### src/rtl/sgl_pkg.sv
package sgl_pkg;

  typedef enum logic [2:0] {
    ST_TAKE,    // waiting for a segment
    ST_CUT,     // carving pieces out of the current segment
    ST_SKIP,    // consuming segments until the list's last one
    ST_CLOSE,   // releasing the held entry with the end marker
    ST_SETTLE   // waiting for the last word, then reporting
  } ctl_state_e;

  function automatic logic [31:0] swap_bytes(input logic [31:0] v);
    return {v[7:0], v[15:8], v[23:16], v[31:24]};
  endfunction

endpackage

### src/rtl/sgl_piece_calc.sv
module sgl_piece_calc #(
  parameter int LEN_W   = 24,
  parameter int BOUND_W = 16,
  localparam int PIECE_W = BOUND_W + 1,
  localparam int CW      = (LEN_W > PIECE_W) ? LEN_W : PIECE_W
) (
  input  logic [BOUND_W-1:0] addr_lo,
  input  logic [LEN_W-1:0]   remain,
  output logic [PIECE_W-1:0] piece,
  output logic               final_piece
);
  logic [PIECE_W-1:0] room;
  logic [CW-1:0]      room_x;
  logic [CW-1:0]      remain_x;

  always_comb begin
    room        = {1'b1, {BOUND_W{1'b0}}} - {1'b0, addr_lo};
    room_x      = CW'(room);
    remain_x    = CW'(remain);
    final_piece = (remain_x <= room_x);
    piece       = final_piece ? remain_x[PIECE_W-1:0] : room;
  end
endmodule

### src/rtl/sgl_word_tx.sv
module sgl_word_tx
  import sgl_pkg::*;
#(
  parameter int PIECE_W = 17
) (
  input  logic               clk,
  input  logic               rst,
  input  logic               ld,
  input  logic [31:0]        ld_addr,
  input  logic [PIECE_W-1:0] ld_len,
  input  logic               ld_end,
  output logic               idle,
  output logic               out_valid,
  input  logic               out_ready,
  output logic [31:0]        out_word,
  output logic               out_last
);
  logic [3:0][31:0] sh_q;
  logic [1:0]       idx_q;
  logic             vld_q;
  logic             end_q;
  logic [31:0]      len_field;

  always_comb begin
    len_field     = 32'(ld_len);
    len_field[31] = ld_end;
  end

  always_ff @(posedge clk) begin
    if (rst) begin
      sh_q  <= '0;
      idx_q <= '0;
      vld_q <= 1'b0;
      end_q <= 1'b0;
    end else if (ld) begin
      sh_q[0] <= 32'h0;
      sh_q[1] <= swap_bytes(ld_addr);
      sh_q[2] <= 32'h0;
      sh_q[3] <= swap_bytes(len_field);
      idx_q   <= '0;
      vld_q   <= 1'b1;
      end_q   <= ld_end;
    end else if (vld_q && out_ready) begin
      sh_q  <= {32'h0, sh_q[3:1]};
      idx_q <= idx_q + 2'd1;
      if (idx_q == 2'd3) vld_q <= 1'b0;
    end
  end

  assign idle      = !vld_q;
  assign out_valid = vld_q;
  assign out_word  = sh_q[0];
  assign out_last  = vld_q && end_q && (idx_q == 2'd3);
endmodule

### src/rtl/sg_desc_builder.sv
module sg_desc_builder
  import sgl_pkg::*;
#(
  parameter int LEN_W    = 24,
  parameter int BOUND_W  = 16,
  parameter int CAPACITY = 64,
  localparam int PIECE_W = BOUND_W + 1,
  localparam int CNT_W   = $clog2(CAPACITY + 1)
) (
  input  logic              clk,
  input  logic              rst,
  input  logic              seg_valid,
  output logic              seg_ready,
  input  logic [31:0]       seg_addr,
  input  logic [LEN_W-1:0]  seg_len,
  input  logic              seg_last,
  output logic              desc_valid,
  input  logic              desc_ready,
  output logic [31:0]       desc_word,
  output logic              desc_last,
  output logic              done_valid,
  output logic [CNT_W-1:0]  done_count,
  output logic              done_ovf
);
  ctl_state_e         st_q;
  logic [31:0]        cur_addr_q;
  logic [LEN_W-1:0]   cur_rem_q;
  logic               cur_last_q;
  logic               pend_vld_q;
  logic [31:0]        pend_addr_q;
  logic [PIECE_W-1:0] pend_len_q;
  logic [CNT_W-1:0]   cnt_q;
  logic               ovf_q;
  logic               done_vld_q;
  logic [CNT_W-1:0]   done_cnt_q;
  logic               done_ovf_q;

  logic [PIECE_W-1:0] piece;
  logic               final_piece;
  logic               tx_idle;
  logic               tx_ld;
  logic               tx_end;
  logic               at_cap;
  logic               cut_go;

  sgl_piece_calc #(.LEN_W(LEN_W), .BOUND_W(BOUND_W)) u_calc (
    .addr_lo     (cur_addr_q[BOUND_W-1:0]),
    .remain      (cur_rem_q),
    .piece       (piece),
    .final_piece (final_piece)
  );

  always_comb begin
    at_cap = (cnt_q == CNT_W'(CAPACITY));
    cut_go = (st_q == ST_CUT) && !at_cap && (!pend_vld_q || tx_idle);
    tx_ld  = 1'b0;
    tx_end = 1'b0;
    if (st_q == ST_CUT && !at_cap && pend_vld_q && tx_idle) begin
      tx_ld = 1'b1;
    end else if (st_q == ST_CLOSE && pend_vld_q && tx_idle) begin
      tx_ld  = 1'b1;
      tx_end = 1'b1;
    end
  end

  sgl_word_tx #(.PIECE_W(PIECE_W)) u_tx (
    .clk       (clk),
    .rst       (rst),
    .ld        (tx_ld),
    .ld_addr   (pend_addr_q),
    .ld_len    (pend_len_q),
    .ld_end    (tx_end),
    .idle      (tx_idle),
    .out_valid (desc_valid),
    .out_ready (desc_ready),
    .out_word  (desc_word),
    .out_last  (desc_last)
  );

  always_ff @(posedge clk) begin
    if (rst) begin
      st_q        <= ST_TAKE;
      cur_addr_q  <= '0;
      cur_rem_q   <= '0;
      cur_last_q  <= 1'b0;
      pend_vld_q  <= 1'b0;
      pend_addr_q <= '0;
      pend_len_q  <= '0;
      cnt_q       <= '0;
      ovf_q       <= 1'b0;
      done_vld_q  <= 1'b0;
      done_cnt_q  <= '0;
      done_ovf_q  <= 1'b0;
    end else begin
      done_vld_q <= 1'b0;
      case (st_q)
        ST_TAKE: begin
          if (seg_valid) begin
            if (seg_len == '0) begin
              st_q <= seg_last ? ST_CLOSE : ST_SKIP;
            end else begin
              cur_addr_q <= seg_addr;
              cur_rem_q  <= seg_len;
              cur_last_q <= seg_last;
              st_q       <= ST_CUT;
            end
          end
        end
        ST_CUT: begin
          if (at_cap) begin
            ovf_q      <= 1'b1;
            pend_vld_q <= 1'b0;
            st_q       <= cur_last_q ? ST_SETTLE : ST_SKIP;
          end else if (cut_go) begin
            pend_vld_q  <= 1'b1;
            pend_addr_q <= cur_addr_q;
            pend_len_q  <= piece;
            cnt_q       <= cnt_q + 1'b1;
            cur_addr_q  <= cur_addr_q + 32'(piece);
            cur_rem_q   <= cur_rem_q - LEN_W'(piece);
            if (final_piece) st_q <= cur_last_q ? ST_CLOSE : ST_TAKE;
          end
        end
        ST_SKIP: begin
          if (seg_valid && seg_last) st_q <= ovf_q ? ST_SETTLE : ST_CLOSE;
        end
        ST_CLOSE: begin
          if (!pend_vld_q || tx_idle) begin
            pend_vld_q <= 1'b0;
            st_q       <= ST_SETTLE;
          end
        end
        ST_SETTLE: begin
          if (tx_idle) begin
            done_vld_q <= 1'b1;
            done_cnt_q <= ovf_q ? '0 : cnt_q;
            done_ovf_q <= ovf_q;
            cnt_q      <= '0;
            ovf_q      <= 1'b0;
            st_q       <= ST_TAKE;
          end
        end
        default: st_q <= ST_TAKE;
      endcase
    end
  end

  assign seg_ready  = (st_q == ST_TAKE) || (st_q == ST_SKIP);
  assign done_valid = done_vld_q;
  assign done_count = done_cnt_q;
  assign done_ovf   = done_ovf_q;
endmodule

### config.mk
export PLATFORM = sky130hd
export DESIGN_NAME = sg_desc_builder
export DESIGN_NICKNAME = d
export VERILOG_FILES = /design/src/rtl/sgl_pkg.sv /design/src/rtl/sgl_piece_calc.sv /design/src/rtl/sgl_word_tx.sv /design/src/rtl/sg_desc_builder.sv
export SDC_FILE = /design/constraint.sdc
export NUM_CORES = 1
export LEC_CHECK = 0
export ABC_AREA = 1
export ABC_CLOCK_PERIOD_IN_PS = 5900
export BUFFER_PORTS_ARGS = -buffer_cell sky130_fd_sc_hd__buf_2
export CAP_MARGIN = 10
export CORE_MARGIN = 3
export CORE_UTILIZATION = 55
export CTS_CLUSTER_DIAMETER = 30
export DETAILED_ROUTE_END_ITERATION = 16
export PLACE_DENSITY_LB_ADDON = 0.12
export SETUP_SLACK_MARGIN = 0.15
export SLEW_MARGIN = 20
export SYNTH_ARGS = -nofsm -noshare
export SYNTH_HDL_FRONTEND = slang
export SYNTH_HIERARCHICAL = 1
export SYNTH_SLANG_ARGS = --single-unit
### constraint.sdc
create_clock -name clk -period 5.9 [get_ports clk]
set_input_delay 1.475 -clock clk [delete_from_list [all_inputs] [get_ports clk]]
set_output_delay 1.475 -clock clk [all_outputs]
set_load 0.02 [all_outputs]
Yosys cells after proc, flatten, opt, wreduce, memory -nomap -nowiden
Index checks and enable logic that the tools add are counted.

operators by class
  add/subtract/negate cells = 5
  magnitude comparators = 1
  eq/ne operators = 16
  mux-type cells = 45
  bitwise operators = 4
  reduce and logical (&&, ||, !) cells = 33

operators with widths
  cell                      number
  $mux W128                 2
  $mux W32                  4
  $mux W24                  4
  $pmux W32 S2              1
  $pmux W24 S2              1
  $add A32 B17 Y32          1
  $mux W7                   4
  $mux W3                   9
  $le A24 B17 Y1            1
  $logic_not A24 Y1         1
  $sub A24 B17 Y24          1
  $mux W17                  1
  $sub A17 B16 Y17 const A  1
  $pmux W3 S5               1
  $ne A2 B2 Y1 const B      7
  $pmux W7 S2               1
  $mux W1                   13
  $reduce_and A3 Y1         4
  $logic_and A1 B1 Y1       10
  $reduce_bool A2 Y1        5
  $add A7 B1 Y7 const B     1
  $eq A7 B7 Y1 const B      1
  $eq A3 B2 Y1 const B      2
  $ne A3 B3 Y1 const B      2
  16 further kinds          26

storage, ports and cells
  bits in registers = 231
  output and inout port bits = 44
  logic and storage cells = 123

Logic depth before layout (Yosys ltp)
Gate-level depths: netlist (run 1).

  depth after elaboration = 8
  mapped depth = 36
  depth with buffers taken out = 35

Hierarchy
Netlist (run 1), hierarchy kept.

by module, submodules not included
  module           instances  cells each  area each (um2)  sequential area each (um2)
  sg_desc_builder  1          1334        8259.2           2542.4
  sgl_word_tx      1          570         4345.4           2082.0
  sgl_piece_calc   1          221         1138.6           0.0

Worst setup path after synthesis (run 1)
No wires, ideal clock.

  path kind = flip-flop to flip-flop
  start = register cur_addr_q[1]
  end = register cur_addr_q[26]
  library setup time = 0.132 ns
  arrival time = 3.726 ns
  data required time = 5.768 ns
  path slack = 2.041 ns
  cell stages (with the launch flop) = 32
  buffers on the path = 0
  period minus slack after synthesis = 3.859 ns
  cell sequence = dfxtp_1 -> inv_1 -> ha_1 -> nand3_1 -> nor2_2 -> nand3_1 -> xor2_1 -> inv_1 -> ha_1 -> nand2_1 -> nor2_2 -> nand4_1 -> nor2_1 -> nand2_1 -> nand3_4 -> nand2_4 -> nand2_1 -> nand2_1 -> ha_1 -> fa_1 -> nand3_1 -> nand3_1 -> nand2_1 -> nand2_1 -> nand2_1 -> nand2_1 -> nand2_1 -> nand2_1 -> nand2_1 -> nand3_1 -> nand2_1 -> a21oi_1

on the way
  cells in the longest elaborated chain, start to end = 7

RTL lines
  element                 RTL line                RTL
  start, declared         sg_desc_builder.sv:26   logic [31:0] cur_addr_q;
  start signal, assigned  sg_desc_builder.sv:102  cur_addr_q <= seg_addr;
  start signal, assigned  sg_desc_builder.sv:119  cur_addr_q <= cur_addr_q + 32'(piece);
  $sub A17 B16 Y17        sgl_piece_calc.sv:17    room = {1'b1, {BOUND_W{1'b0}}} - {1'b0, addr_lo};
  $le A24 B17 Y1          sgl_piece_calc.sv:20    final_piece = (remain_x <= room_x);
  $mux W17                sgl_piece_calc.sv:21    piece = final_piece ? remain_x[PIECE_W-1:0] : room;
  net piece[0]            sg_desc_builder.sv:38   logic [PIECE_W-1:0] piece;
  $add A32 B17 Y32        sg_desc_builder.sv:119
  $mux W32                sg_desc_builder.sv:114  end else if (cut_go) begin
  $mux W32                sg_desc_builder.sv:110  if (at_cap) begin
  $pmux W32 S2            sg_desc_builder.sv:96   case (st_q)

The timed path passes the listed nets, and every way through them passes these cells. The select of a mux whose other input is x is not followed.
A chain may end at the register's enable or synchronous reset.

Worst setup path after layout (run 1)
  start = register cur_addr_q[0]
  end = register cur_rem_q[16]

on the way
  cells in the longest elaborated chain, start to end = 7

RTL lines
  element               RTL line                RTL
  $sub A17 B16 Y17      sgl_piece_calc.sv:17
  $le A24 B17 Y1        sgl_piece_calc.sv:20
  net final_piece       sg_desc_builder.sv:39   logic final_piece;
  $mux W17              sgl_piece_calc.sv:21
  net piece[0]          sg_desc_builder.sv:38
  $sub A24 B17 Y24      sg_desc_builder.sv:120  cur_rem_q <= cur_rem_q - LEN_W'(piece);
  $mux W24              sg_desc_builder.sv:114
  $mux W24              sg_desc_builder.sv:110
  $pmux W24 S2          sg_desc_builder.sv:96
  end signal, assigned  sg_desc_builder.sv:103  cur_rem_q <= seg_len;
  end signal, assigned  sg_desc_builder.sv:120
  end, declared         sg_desc_builder.sv:27   logic [LEN_W-1:0] cur_rem_q;

The timed path passes the listed nets, and every way through them passes these cells. The select of a mux whose other input is x is not followed.

==> implementation parameters, run 1 <==
Parameter                              Value

Synth
  Share of synthesized area occupied by flip-flops and latches    33.6%
  Number of synthesized flops with an enable pin    0
  Synthesized netlist net count    2,245
  Gate Count Post-Synth    2,125
  Async SR Flop Fraction    0%
  Count of warnings emitted by yosys    6
  Post-synth cell types    46
  Post-synthesis instance area    13,700 sq um
  FF+latch count, synth    231
  Mean instance size in the synthesized netlist    6.47 sq um
  Most used flip-flop cell after synthesis    dfxtp_1

Floorplanning
  Die area    26,900 sq um
  Placeable core area    24,500 sq um
  Chip width    164 um
  Row cnt    57
  Starting density of the core    56.2%
  Die height    164 um
  Top-level port count    105

Clock network
  Number of setup buffers added after CTS    0
  Clock root cell    clkbuf_16
  Number of buffers on the longest clock path    3
  Number of gates resized after CTS    0
  Number of hold buffers added after cts    0
  Cts bufs inserted    50
  Clock insertion delay at the later pin of the skew report    560 ps
  Number of sinks handled by clock tree synthesis    231
  CTS tree    yes
  Clock-pin slew on the worst setup and hold paths    50 ps
  Total number of H-tree levels    2

Timing
  Headroom to the max-slew limit    31.2%
  Final setup viols    0
  Final-layout setup total negative slack    0 ps
  Fin. max-slew vios    0
  Final count of hold timing violations    0
  Clock skew after layout    22.9 ps
  Unrepaired setup endpoints after global routing    no
  Minimum clock period after layout    5000 ps
  Crit share post-route    84.7%
  Worst-Margin Slew    1030 ps
  Worst-case setup margin in the final layout    904 ps
  Maximum frequency from static timing analysis    200 MHz

Route
  Wire length reported by the detailed router    39.8 mm
  Detail Route Antenna Nets    0
  Initial drt markers    1,143
  Routed wirelength normalized by instance count    15.8 um
  Vias after detailed routing    13,500
  Number of remaining DRC errors    0
  TritonRoute pass-1 iters    5
  Vias per Instance    5.35

Critical path
  Combined buffer and inverter count along the critical path    3
  Crit path max fanout    18
  Standard cell with the maximum stage delay on the critical path    fa_1
  Most frequent CP cell    nand2_1
  Path type of the worst setup path    reg -> reg
  Highest cell delay on the worst timing path    420 ps
  Critical path capture point type    flop
  Delay-heaviest family, CP    simple AND/OR/NAND/NOR gates
  R2R Path End    cur_rem_q[16]
  Worst reg-to-reg setup slack    900 ps
  Startpoint class of the critical path    flop
  Cell depth of the worst flop-to-flop path    29
  Required time of the critical path    6280 ps
  Worst reg2reg path startpoint    cur_addr_q[0]
  Worst Path Arrival    5380 ps

Worst hold path
  Worst hold path startpoint    pend_len_q[16]
  Hold WC Path Type    reg -> reg
  Hold Path Cell Cnt    2
  End of the worst hold path    u_tx/sh_q[104]

Status
  Result of the run    complete, no violations

Global route
  Via count of the first global-routing pass    12,200
  Initial antenna violation count    0
  Pin count of the biggest net entering global routing    84
  Wire length of the first global-routing pass    63.4 mm
  Total routing resource utilization after global routing    29.2%
  Leftover overflow at the end of global routing    0

Layout
  Share of layout cells above drive strength 1    10.8%
  Most common cell after layout, fill and taps aside    nand2_1
  Area Growth Syn to Fin    14.8%
  Net count, final    2,281
  Diode insertion count for antenna repair    0
  Most used cells in the layout excluding fill and tap cells    nand2_1, a21oi_1, inv_1

Place
  Count of input and output buffers    104
  Pre-CTS setup slack    1090 ps
  GPL Wtd Cong    0.962
  HPWL after detailed placement    28.8 mm

Pwr
  Leak Pwr    7.47 nW
  Total power    0.0116 W
  Largest voltage drop on the vdd net    0.468 mV
  Power Dens Cells    735 nW/um^2

Flow run
  Number of max-cap violations    0
## layout make-up
type | instances | area [sq um]
sequential | 231 | 4620
clock buffer | 61 | 1370
clock inverter | 32 | 403
tap | 324 | 405
inverter | 268 | 1010
multi-input combinational | 1501 | 7390
fill | 2341 | 8690
timing repair buffer | 109 | 573
## report_power, final
part           internal, W  switching (W)  total [W]
Sequential         0.00188       0.000390    0.00227
Combinational      0.00205        0.00442    0.00648
Clock              0.00192       0.000930    0.00285
Total              0.00586        0.00574     0.0116
## metrics by stage
stage                     instances  cell area [sq um]  hold WS (ps)  util, %
after floorplan                2125              13700           419        -
after global placement         2433              14000           442     57.2
after detailed placement       2433              14000           447     57.2
after CTS                      2526              15800           441     64.5
after global routing           2526              15800           468     64.5
final                          2526              15800           449     64.5
## cells by family (layout without fill, tap and decap cells)
family | count (synthesis) | count (layout) | synth area share [%]
buffers and inverters | 393 | 470 | 12.7
DFF | 231 | 231 | 33.6
adders and majority gates | 59 | 59 | 5.48
xor gates and xnor gates | 35 | 35 | 2.23
and+or+nand+nor | 1012 | 1012 | 30.7
AOI/OAI and AO/OA | 395 | 395 | 15.2
## Yosys cell counts, drive strengths merged (3+ instances only)
cell	instances	area share [%]
nor3	24	0.95
xnor2	12	0.76
or2	5	0.23
o21bai	3	0.16
o21ai	96	3.5
dfxtp	231	34
nand2	644	18
clkbuf	34	0.94
nand4	15	0.68
and2	3	0.14
nor2	129	3.7
nand3	186	7.0
a21oi	276	10
ha	57	5.2
nand3b	4	0.22
inv	266	7.3
o211a	3	0.22
buf	91	4.5
o211ai	6	0.33
a211oi	4	0.33
xor2	23	1.5
## metal layers
metal	part of all wire, %	track usage, %	vias up	wire (um)
met3	6.5	5.22	64	2590
met5	0	0	-	0
met4	2.3	8.65	0	906
met2	44	45.8	422	17500
li1	-	-	6869	-
met1	47	41.0	6150	18800
## state kept, by name, indices dropped and copies added, names as in the netlist, 2 cells and up
| signal | count |
|---|---|
| u_tx/sh_q | 68 |
| u_tx/out_word | 32 |
| cur_addr_q | 32 |
| pend_addr_q | 32 |
| u_tx/idx_q | 2 |
| cur_rem_q | 24 |
| cnt_q | 7 |
| st_q | 3 |
| done_count | 7 |
| pend_len_q | 17 |
## how the worst max path moves through the flow
stage | endpoint | startpoint | cells past startpoint | slack, ps
after global routing | cur_rem_q[16] | cur_addr_q[0] | 29 | 520
after CTS | cur_rem_q[16] | cur_addr_q[0] | 29 | 1040
after global placement | cur_rem_q[14] | cur_addr_q[1] | 27 | 1150
final | cur_rem_q[16] | cur_addr_q[0] | 29 | 900
after floorplan | cur_addr_q[26] | cur_addr_q[1] | 31 | 2040
after detailed placement | cur_rem_q[16] | cur_addr_q[1] | 29 | 1090
## worst min-delay path, stage by stage, from the launching register on
cell     delay (ps)
dfxtp_1         300
nand2_1          60
a21oi_1          60
Power figures use the tool's default switching activity.
==> inputs of run 2 (changes only) <==
- ABC_CLOCK_PERIOD_IN_PS: 5900 -> 5200
- clock period: 5.9 -> 5.2 ns (I/O delays scaled with it)
==> run 2 against run 1 <==
Effect of this change:
- sequential share of layout area down 0.17 points
- clock-buffer cell count increased by 8
- clock power rose by 11%
- utilization increased by 0.37 points
- non-clock buffer count up 12
- critical path depth unchanged
- via count rose by 0.97%
- sequential power up 11%
- highest routed layer unchanged
==> implementation parameters, run 2 (synthesis gave the netlist of run 1 again) <==
Parameter                              Value

Route
  Detail Route Antenna Nets    0
  TritonRoute pass-1 iters    5
  Vias per Instance    5.37
  Initial drt markers    1,290
  Vias after detailed routing    13,600
  Routed wirelength normalized by instance count    16.1 um
  Wire length reported by the detailed router    40.8 mm
  Number of remaining DRC errors    0

Layout
  Most common cell after layout, fill and taps aside    nand2_1
  Share of layout cells above drive strength 1    11.3%
  Max FFs per register    68
  Most used cells in the layout excluding fill and tap cells    nand2_1, a21oi_1, inv_1
  Diode insertion count for antenna repair    0
  Area Growth Syn to Fin    15.4%
  Filler Cells Inserted    2,286
  Largest register by flop count    u_tx/sh_q
  Net count, final    2,295
  Area used by sequential logic in the layout    4620 sq um
  Area taken by multi-input logic gates    7430 sq um

Pwr
  Largest voltage drop on the vdd net    0.471 mV
  Power Dens Cells    841 nW/um^2
  Leak Pwr    7.53 nW
  Total power    0.0133 W

Floorplanning
  Row cnt    57
  Die area    26,900 sq um
  Starting density of the core    56.2%
  Top-level port count    105
  Chip width    164 um
  Placeable core area    24,500 sq um
  Die height    164 um

Timing
  Minimum clock period after layout    4740 ps
  Crit share post-route    91.1%
  Final-layout setup total negative slack    0 ps
  Unrepaired setup endpoints after global routing    no
  Headroom to the max-slew limit    24.9%
  Fin. max-slew vios    0
  Final setup viols    0
  Maximum frequency from static timing analysis    211 MHz
  Worst-Margin Slew    1130 ps
  Clock skew after layout    32.4 ps
  WHS    450 ps
  Final count of hold timing violations    0

Flow run
  Number of max-cap violations    0

Global route
  Leftover overflow at the end of global routing    0
  Initial antenna violation count    0
  Pin count of the biggest net entering global routing    97
  Total routing resource utilization after global routing    29.6%
  Wire length of the first global-routing pass    64.4 mm
  Via count of the first global-routing pass    12,200

Critical path
  Standard cell with the maximum stage delay on the critical path    fa_1
  Cell depth of the worst flop-to-flop path    29
  Delay-heaviest family, CP    simple AND/OR/NAND/NOR gates
  Required time of the critical path    5560 ps
  Startpoint class of the critical path    flop
  Highest cell delay on the worst timing path    420 ps
  Crit path max fanout    18
  Critical path capture point type    flop
  Critical path depth    29
  R2R Path End    cur_rem_q[22]
  Most frequent CP cell    nand2_1
  Worst Path Arrival    5100 ps
  Path type of the worst setup path    reg -> reg
  Worst reg-to-reg setup slack    460 ps
  Combined buffer and inverter count along the critical path    3
  Worst reg2reg path startpoint    cur_addr_q[1]

Place
  GPL Wtd Cong    0.980
  Count of input and output buffers    104
  HPWL after detailed placement    29.3 mm

Clock network
  Number of sinks handled by clock tree synthesis    231
  Number of buffers on the longest clock path    3
  Number of hold buffers added after cts    0
  CTS tree    yes
  Cts bufs inserted    52
  Clock insertion delay at the later pin of the skew report    560 ps
  Total number of H-tree levels    2
  Clock-pin slew on the worst setup and hold paths    50 ps
  Clock root cell    clkbuf_16

Worst hold path
  End of the worst hold path    u_tx/sh_q[94]
  Hold Path Cell Cnt    2
  Worst hold path startpoint    u_tx/sh_q[94]
  Hold WC Path Type    reg -> reg

Status
  Result of the run    complete, no violations
-- run 2: changes by cell type in the layout (fill, tap and decap cells not counted), moves of 2 or more --
cell	change
buf_4	+13
clkinv_2	-7
inv_6	+6
clkbuf_1	+5
bufinv_16	-3
clkbuf_16	+2
clkinvlp_4	-2
nand3_1	-2
nand3_2	+2
-- run 2: area by class of cell --
class / instances / area share [%]
clock inverter: 24 / 1.83
inverter: 268 / 6.36
clock buffer: 69 / 9.17
tap: 324 / 2.56
timing repair buffer: 121 / 4.10
multi-input combinational: 1501 / 46.8
sequential: 231 / 29.1
-- run 2: through the flow --
| step | utilization (%) | instance area [sq um] | cells | setup WS (ps) |
|---|---|---|---|---|
| 3_5_place_dp | 57.4 | 14000 | 2440 | 287 |
| 4_1_cts | 64.5 | 15800 | 2533 | 214 |
| 5_1_grt | 64.9 | 15900 | 2538 | 117 |
| 3_3_place_gp | 57.4 | 14000 | 2440 | 465 |
| 2_1_floorplan | - | 13700 | 2125 | 1340 |
| 6_report | 64.9 | 15900 | 2538 | 460 |
-- run 2: per-layer routing --
metal  track usage (%)  vias up  part of all wire, %
met5                 0        -                    0
met4              7.80        0                  2.1
met3              3.53       66                  6.1
met2              46.8      454                   44
met1              42.9     6228                   47
li1                  -     6888                    -
-- run 2: tightest hold or removal path, cell delays in order, from the launching register on --
cell and delay [ps]:
dfxtp_1 290, inv_1 60, a21oi_1 50
-- run 2: worst max-delay path by stage --
stage                  start             end  slack, ps
6_report       cur_addr_q[1]   cur_rem_q[22]        460
5_1_grt        cur_addr_q[1]   cur_rem_q[16]        120
4_1_cts        cur_addr_q[1]   cur_rem_q[22]        210
3_5_place_dp   cur_addr_q[1]   cur_rem_q[22]        290
3_3_place_gp   cur_addr_q[1]   cur_rem_q[14]        460
2_1_floorplan  cur_addr_q[1]  cur_addr_q[26]       1340
-- run 2: what timing repair did --
item / 4_1_cts / 5_1_grt
gates resized for setup: 0 / 9
endpoints found under the setup margin: 0 / 42
buffers inserted: 0 / 5
-- run 2: power breakdown --
part           switching, W  leakage (nW)  internal [W]
sequential         0.000400          1.88       0.00213
clock               0.00105         0.848       0.00212
combinational       0.00521          4.80       0.00243
total               0.00666          7.53       0.00668
==> inputs of run 3 (changes only) <==
- PLACE_DENSITY: unset -> 0.77
- PLACE_DENSITY_LB_ADDON: 0.12 -> unset
==> run 3 against run 2 <==
Effect of this change:
- via count rose by 0.83%
- fmax up 0.13%
- die area unchanged
- sequential power is essentially flat
- utilization is 0.32 points higher
- clock power rose by 4%
- largest cell class unchanged
==> implementation parameters, run 3 (synthesis gave the netlist of run 1 again) <==
Parameter                              Value

Timing
  Unrepaired setup endpoints after global routing    no
  Fin. max-slew vios    0
  Headroom to the max-slew limit    24.7%
  WHS    452 ps
  Maximum frequency from static timing analysis    211 MHz
  Worst-Margin Slew    1130 ps
  Clock skew after layout    17.0 ps
  Crit share post-route    91.0%
  Final count of hold timing violations    0
  Minimum clock period after layout    4730 ps
  Final setup viols    0
  Final-layout setup total negative slack    0 ps

Layout
  Area Growth Syn to Fin    16.0%
  Area taken by multi-input logic gates    7430 sq um
  Filler Cells Inserted    2,251
  Diode insertion count for antenna repair    0
  Max FFs per register    68
  Area used by sequential logic in the layout    4620 sq um
  Most common cell after layout, fill and taps aside    nand2_1
  Largest register by flop count    u_tx/sh_q
  Design area    15,900 sq um
  Most used cells in the layout excluding fill and tap cells    nand2_1, a21oi_1, inv_1
  Util after Layout    65.2%
  Net count, final    2,296
  Share of layout cells above drive strength 1    11.4%

Pwr
  Combinational fraction of design power    56.5%
  Sequential power share    19.0%
  Switching Share    49.3%
  Net switching component of the power    0.00663 W
  Share of total power in the clock network    24.4%
  Largest voltage drop on the vdd net    0.473 mV
  Power Dens Cells    844 nW/um^2
  Total power    0.0134 W
  Internal power    0.00682 W
  Leak Pwr    7.56 nW

Floorplanning
  Starting density of the core    56.2%
  Placeable core area    24,500 sq um
  Die area    26,900 sq um
  Row cnt    57
  Chip width    164 um
  Die height    164 um
  Top-level port count    105

Clock network
  Number of buffers on the longest clock path    3
  Number of sinks handled by clock tree synthesis    231
  CTS tree    yes
  Clock-pin slew on the worst setup and hold paths    50 ps
  Number of hold buffers added after cts    0
  Clock insertion delay at the later pin of the skew report    550 ps
  Cts bufs inserted    47
  Clock root cell    clkbuf_16
  Total number of H-tree levels    2

Critical path
  Most frequent CP cell    nand2_1
  Combined buffer and inverter count along the critical path    3
  Critical path capture point type    flop
  Path type of the worst setup path    reg -> reg
  Highest cell delay on the worst timing path    410 ps
  Crit path max fanout    9
  Delay-heaviest family, CP    simple AND/OR/NAND/NOR gates
  Standard cell with the maximum stage delay on the critical path    ha_1
  Required time of the critical path    5560 ps
  Worst Path Arrival    5100 ps
  Startpoint class of the critical path    flop

Route
  Routed wirelength normalized by instance count    15.8 um
  Vias per Instance    5.42
  Wire length reported by the detailed router    40.0 mm
  Detail Route Antenna Nets    0
  Number of remaining DRC errors    0
  TritonRoute pass-1 iters    5
  Vias after detailed routing    13,700
  Initial drt markers    1,356

Worst hold path
  Hold WC Path Type    reg -> reg

Place
  GPL Wtd Cong    0.979
  Placed standard-cell area    14,000 sq um
  HPWL after detailed placement    27.8 mm
  Count of input and output buffers    104

Global route
  Wire length of the first global-routing pass    62.3 mm
  Initial antenna violation count    0
  Pin count of the biggest net entering global routing    96
  Via count of the first global-routing pass    12,300
  Total routing resource utilization after global routing    28.8%
  Leftover overflow at the end of global routing    0

Status
  Result of the run    complete, no violations

Flow run
  Number of max-cap violations    0
==> run 3: changes by cell type in the layout (fill, tap and decap cells not counted), moves of 2 or more <==
cell / change
buf_4: +3
clkbuf_1: -6
buf_12: +2
inv_8: +2
clkinv_2: -2
bufinv_16: +7
inv_6: +2
clkbuf_16: -5
clkbuf_8: -8
clkinvlp_4: +3
==> run 3: area by class of cell <==
class	instances	area share, %
tap	324	2.54
sequential	231	29.0
clock buffer	50	7.51
timing repair buffer	126	4.47
clock inverter	36	3.52
multi-input combinational	1502	46.6
inverter	268	6.33
==> run 3: worst paths after layout <==
| path | start | endpoint | slack, ps | cells past startpoint |
|---|---|---|---|---|
| worst max-delay path | cur_addr_q[0] | cur_addr_q[29] | 470 | 29 |
| worst min-delay path | u_tx/sh_q[71] | u_tx/sh_q[71] | 450 | 2 |
| worst max register to register | cur_addr_q[0] | cur_addr_q[29] | 470 | 29 |
| worst min register to register | u_tx/sh_q[71] | u_tx/sh_q[71] | 450 | 2 |
==> run 3: layer usage <==
metal | global-route usage (%) | vias up | part of all wire, %
li1 | - | 6901 | -
met1 | 39.9 | 6262 | 46
met2 | 45.5 | 509 | 44
met3 | 4.72 | 77 | 7.2
met4 | 10.0 | 0 | 3.1
met5 | 0 | - | 0
==> run 3: power groups by stage <==
stage / combinational (W) / clock [W] / sequential [W]
after floorplan: 0.00551 / 0 / 0.00240
after global placement: 0.00713 / 0 / 0.00256
after detailed placement: 0.00718 / 0 / 0.00257
after CTS: 0.00723 / 0.00332 / 0.00254
after global routing: 0.00846 / 0.00343 / 0.00259
final: 0.00760 / 0.00329 / 0.00256
==> run 3: worst min-delay path: cells and delay by family (launching register included) <==
kind            cells  cell delay (ps)
compound gates      1               50
buf+inv             1               60
flops               1              290
==> run 3: repair_timing <==
action                                  in CTS  in global routing
gates resized for setup                      0                  7
setup buffers                                0                 13
endpoints found under the setup margin       0                 40
==> run 3: stage by stage <==
step           worst slack, ps  cells
2_1_floorplan             1340   2125
5_1_grt                    169   2537
4_1_cts                    309   2523
3_5_place_dp               337   2437
3_3_place_gp               520   2437
6_report                   466   2537
